## src/rtl/por_pkg.sv

```systemverilog
package por_pkg;

    typedef enum logic [1:0] {
        PG_ARMED = 2'd0,
        PG_PULSE = 2'd1,
        PG_WAIT  = 2'd2
    } pg_state_e;

    typedef struct packed {
        pg_state_e state;
        logic      rearm;
    } pg_ctrl_t;

    function automatic int unsigned cnt_width(input int unsigned max_val);
        return (max_val < 2) ? 1 : $clog2(max_val + 1);
    endfunction

endpackage

```

## src/rtl/por_sync.sv

```systemverilog
module por_sync #(
    parameter int unsigned STAGES = 2
) (
    input  logic clk,
    input  logic rst,
    input  logic d_async,
    output logic q_sync
);
    logic [STAGES-1:0] chain_q;

    generate
        if (STAGES < 2) begin : g_bad
            $error("por_sync: STAGES must be at least 2");
        end
        for (genvar i = 0; i < STAGES; i++) begin : g_stage
            if (i == 0) begin : g_first
                always_ff @(posedge clk) begin
                    if (rst) chain_q[0] <= 1'b0;
                    else     chain_q[0] <= d_async;
                end
            end else begin : g_next
                always_ff @(posedge clk) begin
                    if (rst) chain_q[i] <= 1'b0;
                    else     chain_q[i] <= chain_q[i-1];
                end
            end
        end
    endgenerate

    assign q_sync = chain_q[STAGES-1];
endmodule

```

## src/rtl/por_low_qual.sv

```systemverilog
module por_low_qual
    import por_pkg::*;
#(
    parameter int unsigned MIN_LOW = 8
) (
    input  logic clk,
    input  logic rst,
    input  logic supply_hi,
    output logic qual_evt
);
    localparam int unsigned LW = cnt_width(MIN_LOW);
    localparam logic [LW-1:0] LIMIT   = LW'(MIN_LOW);
    localparam logic [LW-1:0] PRE_LIM = LW'(MIN_LOW - 1);

    logic [LW-1:0] run_q;
    logic          evt_q;

    generate
        if (MIN_LOW < 1) begin : g_bad
            $error("por_low_qual: MIN_LOW must be at least 1");
        end
    endgenerate

    always_ff @(posedge clk) begin
        if (rst) begin
            run_q <= '0;
            evt_q <= 1'b0;
        end else if (supply_hi) begin
            run_q <= '0;
            evt_q <= 1'b0;
        end else begin
            if (run_q != LIMIT) run_q <= run_q + 1'b1;
            evt_q <= (run_q == PRE_LIM);
        end
    end

    assign qual_evt = evt_q;

    // a qualification event only follows a low sample
    assert_qual_after_low_R6: assert property (@(posedge clk) disable iff (rst)
        qual_evt |-> $past(!supply_hi));

    // the event is a single-cycle strobe per low run
    assert_qual_single_R6: assert property (@(posedge clk) disable iff (rst)
        qual_evt |=> !qual_evt);
endmodule

```

## src/rtl/por_pulse_timer.sv

```systemverilog
module por_pulse_timer
    import por_pkg::*;
#(
    parameter int unsigned PULSE_CYC = 16
) (
    input  logic clk,
    input  logic rst,
    input  logic start,
    output logic busy,
    output logic last
);
    localparam int unsigned CW = cnt_width(PULSE_CYC);
    localparam logic [CW-1:0] LOAD = CW'(PULSE_CYC - 1);

    logic [CW-1:0] left_q;
    logic          busy_q;

    generate
        if (PULSE_CYC < 1) begin : g_bad
            $error("por_pulse_timer: PULSE_CYC must be at least 1");
        end
    endgenerate

    always_ff @(posedge clk) begin
        if (rst) begin
            busy_q <= 1'b0;
            left_q <= '0;
        end else if (start) begin
            busy_q <= 1'b1;
            left_q <= LOAD;
        end else if (busy_q) begin
            if (left_q == '0) busy_q <= 1'b0;
            else              left_q <= left_q - 1'b1;
        end
    end

    assign busy = busy_q;
    assign last = busy_q && (left_q == '0);

    // a running pulse is never cut short before its last cycle
    assert_hold_R3: assert property (@(posedge clk) disable iff (rst)
        (busy && !last && !start) |=> busy);

    // the pulse ends after its last cycle
    assert_end_R3: assert property (@(posedge clk) disable iff (rst)
        (last && !start) |=> !busy);
endmodule

```

## src/rtl/por_pulse_gen.sv

```systemverilog
module por_pulse_gen
    import por_pkg::*;
#(
    parameter int unsigned PULSE_CYC   = 16,
    parameter int unsigned MIN_LOW     = 8,
    parameter int unsigned SYNC_STAGES = 2
) (
    input  logic clk,
    input  logic rst,
    input  logic supply_ok,
    output logic por_o,
    output logic armed_o
);
    logic     supply_hi;
    logic     qual_evt;
    logic     fire;
    logic     t_busy;
    logic     t_last;
    pg_ctrl_t ctrl_q, ctrl_d;

    por_sync #(.STAGES(SYNC_STAGES)) u_sync (
        .clk     (clk),
        .rst     (rst),
        .d_async (supply_ok),
        .q_sync  (supply_hi)
    );

    por_low_qual #(.MIN_LOW(MIN_LOW)) u_qual (
        .clk       (clk),
        .rst       (rst),
        .supply_hi (supply_hi),
        .qual_evt  (qual_evt)
    );

    por_pulse_timer #(.PULSE_CYC(PULSE_CYC)) u_timer (
        .clk   (clk),
        .rst   (rst),
        .start (fire),
        .busy  (t_busy),
        .last  (t_last)
    );

    assign fire = (ctrl_q.state == PG_ARMED) && supply_hi;

    always_comb begin
        ctrl_d = ctrl_q;
        unique case (ctrl_q.state)
            PG_ARMED: if (supply_hi) ctrl_d.state = PG_PULSE;
            PG_PULSE: if (t_last)
                          ctrl_d.state = (ctrl_q.rearm || qual_evt) ? PG_ARMED : PG_WAIT;
            PG_WAIT:  if (ctrl_q.rearm || qual_evt) ctrl_d.state = PG_ARMED;
            default:  ctrl_d.state = PG_ARMED;
        endcase
        if (ctrl_d.state == PG_ARMED || ctrl_q.state == PG_ARMED)
            ctrl_d.rearm = 1'b0;
        else if (qual_evt)
            ctrl_d.rearm = 1'b1;
    end

    always_ff @(posedge clk) begin
        if (rst) begin
            ctrl_q.state <= PG_ARMED;
            ctrl_q.rearm <= 1'b0;
        end else begin
            ctrl_q <= ctrl_d;
        end
    end

    assign por_o   = t_busy;
    assign armed_o = (ctrl_q.state == PG_ARMED);

    // first cycle after reset is quiet and armed
    assert_reset_state_R1: assert property (@(posedge clk) disable iff (rst)
        $past(rst) |-> (!por_o && armed_o));

    // armed and supply seen high starts the pulse on the next edge
    assert_fire_R2: assert property (@(posedge clk) disable iff (rst)
        (armed_o && supply_hi) |=> por_o);

    // a pulse only ever begins from the armed state
    assert_no_refire_R4: assert property (@(posedge clk) disable iff (rst)
        $rose(por_o) |-> $past(armed_o));

    // a qualified dip while waiting arms the generator
    assert_rearm_R5: assert property (@(posedge clk) disable iff (rst)
        (qual_evt && ctrl_q.state == PG_WAIT) |=> armed_o);

    // the controller and the timer agree on whether a pulse runs
    assert_pulse_agree_R7: assert property (@(posedge clk) disable iff (rst)
        (ctrl_q.state == PG_PULSE) == t_busy);

    // armed and pulsing are exclusive
    assert_flags_excl_R8: assert property (@(posedge clk) disable iff (rst)
        !(por_o && armed_o));

    // reset during a pulse clears it at the next edge
    assert_reset_drop_R9: assert property (@(posedge clk)
        $past(rst) |-> !por_o);
endmodule

```

## config.mk

```make
export PLATFORM = sky130hd
export DESIGN_NAME = por_pulse_gen
export DESIGN_NICKNAME = d
export VERILOG_FILES = /design/src/rtl/por_pkg.sv /design/src/rtl/por_sync.sv /design/src/rtl/por_low_qual.sv /design/src/rtl/por_pulse_timer.sv /design/src/rtl/por_pulse_gen.sv
export SDC_FILE = /design/constraint.sdc
export NUM_CORES = 1
export LEC_CHECK = 0
export ABC_AREA = 1
export ABC_CLOCK_PERIOD_IN_PS = 2780
export BUFFER_PORTS_ARGS = -buffer_cell sky130_fd_sc_hd__clkbuf_2
export CAP_MARGIN = 20
export CORE_MARGIN = 2
export CORE_UTILIZATION = 45
export DETAILED_ROUTE_END_ITERATION = 6
export MAX_ROUTING_LAYER = met4
export PLACE_DENSITY = 0.65
export SLEW_MARGIN = 20
export SYNTH_ARGS = -nofsm -noshare
export SYNTH_HDL_FRONTEND = slang
export SYNTH_SLANG_ARGS = --single-unit
```

## constraint.sdc

```tcl
create_clock -name clk -period 2.78 [get_ports clk]
set_input_delay 0.834 -clock clk [delete_from_list [all_inputs] [get_ports clk]]
set_output_delay 0.834 -clock clk [all_outputs]
set_load 0.03 [all_outputs]
```

==> results of run 1 <==
[placed cells by master, fill, tap and decap left out]
master and n:
nand3_2 2, xor2_1 2, a21oi_2 2, nand3b_1 2
nor4_1 1, nand4_1 1, clkbuf_2 4, a31oi_1 1
nand2_2 5, a21oi_1 5, ha_1 4, nor2_1 10
clkbuf_4 3, nor3_1 1, nand2_1 14, dfxtp_1 16
nand2_4 1, nand3_1 8, nor3b_1 1, or2_1 1
inv_1 14, o21ai_0 3, nor2_2 2
[registers in the layout, indices dropped and copies added (netlist names)]
| signal | count |
|---|---|
| u_timer.left_q | 5 |
| u_qual.run_q | 4 |
| ctrl_q | 3 |
| u_qual.qual_evt | 1 |
| u_sync.chain_q | 1 |
| u_sync.q_sync | 1 |
| u_timer.busy | 1 |
[path summary, 6_finish.rpt]
check,from,to,slack [ns]
setup / recovery,u_timer.busy,por_o,0.96
hold / removal,u_sync.chain_q[0],u_sync.q_sync,0.40
setup reg to reg,u_timer.left_q[0],u_timer.left_q[3],1.43
hold reg to reg,u_sync.chain_q[0],u_sync.q_sync,0.40
[layout make-up]
type / instances / area [um2]
Timing Repair Buffer: 4 / 20.0
Sequential cell: 16 / 320
Clock buffer: 3 / 22.5
Multi-Input combinational cell: 66 / 383
Tap cell: 16 / 20.0
Fill cell: 162 / 741
Inverter: 14 / 52.6
[metrics by stage]
stage | setup slack (ns) | util (%) | hold WS (ns) | instances
final | 0.955 | 52.5 | 0.405 | 119
after global routing | 0.903 | 52.5 | 0.425 | 119
after CTS | 0.943 | 52.5 | 0.407 | 119
after detailed placement | 1.23 | 51.0 | 0.395 | 116
after global placement | 1.26 | 51.0 | 0.389 | 116
after floorplan | 1.32 | - | 0.388 | 98
[tightest hold or removal path: cells and delay by family, from the launching register on]
kind                   cells  cell delay [ns]
flip-flops                 1             0.30
AND/OR/NAND/NOR            1             0.03
buffers and inverters      1             0.04
[layer usage]
layer	vias up	share of wire, %
li1	323	-
met1	271	54
met2	7	41
met3	2	3.7
met4	0	1.5
met5	-	0
[kinds of logic (layout without fill, tap and decap cells)]
logic type	after synthesis	in the layout
simple gates	49	49
flops	16	16
fa+ha+maj	4	4
buf+inv	16	21
compound gates	11	11
xor+xnor	2	2
[power groups by stage]
stage	Sequential (uW)	Clock (uW)	Combinational (uW)
finish	252	115	73.3
global route	254	132	84.7
CTS	252	121	74.2
detailed placement	258	0	74.0
global placement	258	0	72.5
floorplan	256	0	62.7
==> flow_summary.json, run 1 <==
{
  "status": "complete, no violations",
  "cts_buffers": 3,
  "syn_nets": 105,
  "cap_violations": 0,
  "synth_xor_area_share_pct": 2.26,
  "die_area_um2": 2070,
  "clockRootBuffer": "clkbuf_4",
  "cp_slowest_cell": "dfxtp_1",
  "htreeDepth": 1,
  "finClkSkew_ns": 0.000715,
  "cp_num_buf_inv": 1,
  "die_h_um": 45.5,
  "clkSinkCount": 16,
  "netlist-cell-type-count": 23,
  "hold_path_depth": 2,
  "port_buffers": 4,
  "synth_top_family_by_area": "simple AND/OR/NAND/NOR gates",
  "pin_count": 5,
  "min_period_ns": 1.82,
  "slowest_delay_ns": 0.46,
  "clk_path_buf_depth": 2,
  "synth_compound_area_share_pct": 8.24,
  "syn_area_per_cell_um2": 7.90,
  "cts_setup_buffers": 0,
  "gp_congestion": 0.763,
  "drt_first_iter_violations": 15,
  "totalWireLength_mm": 1.15,
  "rows": 14,
  "dr_total_vias": 603,
  "use_met1_pct": 18.7,
  "setup_tns_ns": 0,
  "crit_path_start_kind": "flop",
  "finalHoldViolCount": 0,
  "crit_type": "flop to output port",
  "fin_crit_sh_pct": 65.6,
  "crit_fanout": 6,
  "grt_overflow": 0,
  "ys_warn_count": 0,
  "synth.top_cell.area_share_pct": 41.4,
  "layout-drive-gt1-share_pct": 18.4,
  "synthMuxAreaShare_pct": 0,
  "start_util_pct": 49.7,
  "n_antenna_cell": 0,
  "nets": 112,
  "p_sw_uw": 120,
  "area_growth_pct": 5.65,
  "peakVddDrop_v": 0.000383,
  "drcViolationCount": 0,
  "insertion_delay_ns": 0.27,
  "cp.arrival_ns": 0.99,
  "p_leak_uw": 0.000385,
  "synthesis.area_um2": 774,
  "ys_seq_area_share_pct": 41.4,
  "ant_nets": 0,
  "via_per_inst": 5.07,
  "dp_hpwl_um": 857,
  "reg2regPathDepth": 9,
  "yosys-top-cells-area": "dfxtp_1, inv_1, nand2_1, ha_1, nand3_1",
  "synth_largest_area_cell": "dfxtp_1",
  "p_seq_share_pct": 57.3,
  "async_reset_ff_share_pct": 0,
  "required_ns": 1.95,
  "grt_max_degree": 13,
  "synthCells": 98,
  "synth.most_common_cell": "dfxtp_1",
  "synthTopCellsByCount": "dfxtp_1, inv_1, nand2_1, nor2_1, nand3_1",
  "grt_pass1_vias": 507,
  "cts_resized": 0,
  "switching_share_pct": 27.3,
  "track_usage_pct": 14.5,
  "synth_edf_count": 0,
  "grtUsageMet3_pct": 5.95,
  "synth_fa_ha_area_share_pct": 6.46,
  "worst_path_dominant_cell_family": "flip-flops",
  "worst_pin_slew_ns": 0.262,
  "antenna_found_initial": 0,
  "dpl_cell_area_um2": 796,
  "drt-pass1-iter-count": 3,
  "p_total_uw": 440,
  "path_clk_slew_ns": 0.08,
  "grt_util_met2_pct": 19.2,
  "crit_path_end_kind": "output port",
  "synth_ff_type": "dfxtp_1",
  "rsz0062_at_grt": "no",
  "p_per_area_nw_per_um2": 538,
  "core_um2": 1560,
  "cts_tree": "done",
  "internal_power_uw": 320,
  "wl_per_cell_um": 9.64,
  "drv_slew": 0,
  "synth_seq_cells": 16,
  "grt.busiest_layer": "met2",
  "crit_chain": "clkbuf_2",
  "synth-simple-area-share_pct": 32.5,
  "die_width_um": 45.5,
  "p_clk_share_pct": 26.0,
  "path_depth": 1,
  "cts_hold_buf": 0,
  "slew_headroom_pct": 82.5,
  "setup_viol": 0,
  "fin_area_um2": 818,
  "grt_pass1_wl_mm": 2.04,
  "p_comb_share_pct": 16.7,
  "hold_path.class": "flop to flop",
  "fmax_ghz": 0.548
}
Note: power is estimated with default switching activity, not from simulation.
==> run 2: changes to the inputs <==
ABC_CLOCK_PERIOD_IN_PS = 1620   (was 2780)
PLACE_DENSITY = 0.68   (was 0.65)
clock period = 1.62 ns   (was 2.78 ns; I/O delays follow)
==> run 2 against run 1 <==
  * Sequential power is 71% higher
  * Critical path depth is 1 higher
  * Global-route usage stayed put
  * Utilization is 0.48 points higher
  * Combinational power is 80% higher
  * Sequential cell count stayed put
  * Critical endpoint is now armed_o
==> flow_summary.json, run 2 (same netlist as run 1, synthesis figures left out) <==
{
  "cp_slowest_cell": "dfxtp_1",
  "setup_tns_ns": 0,
  "r2r_start": "u_timer.left_q[0]",
  "regMostFlops": "u_timer.left_q",
  "drt-pass1-iter-count": 2,
  "ant_nets": 0,
  "cp_num_buf_inv": 1,
  "min_period_ns": 1.47,
  "gp_congestion": 0.805,
  "cap_violations": 0,
  "crit_path_end_kind": "output port",
  "hold_path.class": "input port to flop",
  "layout-drive-gt1-share_pct": 19.2,
  "port_buffers": 4,
  "clk_path_buf_depth": 2,
  "start_util_pct": 49.7,
  "rsz0062_at_grt": "no",
  "rows": 14,
  "top_regs": "u_timer.left_q (5), u_qual.run_q (4), ctrl_q (3)",
  "cp-endpoint": "armed_o",
  "grt_max_degree": 13,
  "antenna_found_initial": 0,
  "fmax_ghz": 0.680,
  "die_area_um2": 2070,
  "p_per_area_nw_per_um2": 924,
  "setup_ws_ns": 0.149,
  "finClkSkew_ns": 0.00785,
  "largest_reg_flops": 5,
  "path_clk_slew_ns": 0.09,
  "pre_cts_slack_ns": 0.310,
  "r2r_slack_ns": 0.30,
  "dr_total_vias": 610,
  "drcViolationCount": 0,
  "cts_buffers": 3,
  "peakVddDrop_v": 0.000489,
  "final_cells": 120,
  "htreeDepth": 1,
  "fin_crit_sh_pct": 90.8,
  "final_common_cell": "dfxtp_1",
  "path_depth": 2,
  "area_growth_pct": 6.62,
  "crit_path_start_kind": "flop",
  "grt_pass1_vias": 529,
  "crit_chain": "nor2_2, clkbuf_2",
  "cts_resized": 0,
  "setup_viol": 0,
  "dr_wl_met2_um": 517,
  "r2r_end": "u_timer.left_q[2]",
  "via_per_inst": 5.08,
  "status": "complete, no violations",
  "dp_hpwl_um": 920,
  "reg2regPathDepth": 9,
  "slew_headroom_pct": 82.5,
  "track_usage_pct": 14.5,
  "wl_met1_um": 621,
  "core_um2": 1560,
  "dpl.cell_count": 117,
  "layout.core_utilization_pct": 53.0,
  "cts_setup_buffers": 0,
  "worst_pin_slew_ns": 0.263,
  "drt_first_iter_violations": 7,
  "finalHoldViolCount": 0,
  "nets": 113,
  "fillCellCount": 162,
  "grt_overflow": 0,
  "crit_fanout": 3,
  "crit_type": "flop to output port",
  "insertion_delay_ns": 0.28,
  "p_leak_uw": 0.000391,
  "worst_path_dominant_cell_family": "flip-flops",
  "cts_tree": "done",
  "crit_start": "ctrl_q[1]",
  "wl_met3_um": 42,
  "layout_common_cells": "dfxtp_1, inv_1, nand2_1",
  "totalWireLength_mm": 1.19,
  "clkSinkCount": 16,
  "n_antenna_cell": 0,
  "wl_per_cell_um": 9.93,
  "die_h_um": 45.5,
  "pin_count": 5,
  "routed.top_layer": "met4",
  "grt_pass1_wl_mm": 2.07,
  "cts_hold_buf": 0,
  "drv_slew": 0,
  "slowest_delay_ns": 0.34,
  "cp.arrival_ns": 0.99,
  "clockRootBuffer": "clkbuf_4",
  "required_ns": 1.13,
  "die_width_um": 45.5
}
==> run 2: cell count changes in the layout (fill, tap and decap cells not counted), sizes merged <==
cell  previous run  this run
buf              0         1
==> run 2: through the flow <==
stage | hold slack, ns | cell area, um2 | power [uW]
global route | 0.386 | 826 | 814
floorplan | 0.388 | 774 | 548
finish | 0.389 | 826 | 763
detailed placement | 0.397 | 803 | 572
CTS | 0.375 | 826 | 776
global placement | 0.389 | 803 | 569
==> run 2: where the power goes <==
group          switching [uW]  total, uW  internal [uW]  leakage, uW
Sequential               17.5        431            414     0.000131
Combinational            80.9        132           50.6     0.000246
Clock                     114        200           86.2    0.0000138
==> run 2: layout make-up <==
cell class / count / area, um2 / share of cell area (%)
multi-input combinational: 66 / 383 / 46.4
sequential: 16 / 320 / 38.8
inverter: 14 / 52.6 / 6.36
timing repair buffer: 5 / 27.5 / 3.33
clock buffer: 3 / 22.5 / 2.73
tap: 16 / 20.0 / 2.42
==> run 2: worst min path at each step <==
stage / startpoint / endpoint / slack, ns / cells after the start
2_1_floorplan: u_sync.chain_q[0] / u_sync.q_sync / 0.39 / 2
3_3_place_gp: u_sync.chain_q[0] / u_sync.q_sync / 0.39 / 2
3_5_place_dp: u_sync.chain_q[0] / u_sync.q_sync / 0.40 / 2
4_1_cts: supply_ok / u_sync.chain_q[0] / 0.37 / 3
5_1_grt: supply_ok / u_sync.chain_q[0] / 0.39 / 3
6_report: supply_ok / u_sync.chain_q[0] / 0.39 / 3
==> run 2: metal layers <==
layer	track usage [%]	up-vias
met5	-	-
met4	7.06	0
met3	4.76	2
met2	20.8	6
met1	18.0	273
li1	-	329
==> run 2: worst register-to-register path, delay by kind of cell (launching register included) <==
family	cells	cell delay, ns
and+or+nand+nor	5	0.53
DFF	1	0.32
adders and majority gates	1	0.16
buffers and inverters	2	0.15
AOI/OAI and AO/OA	1	0.05
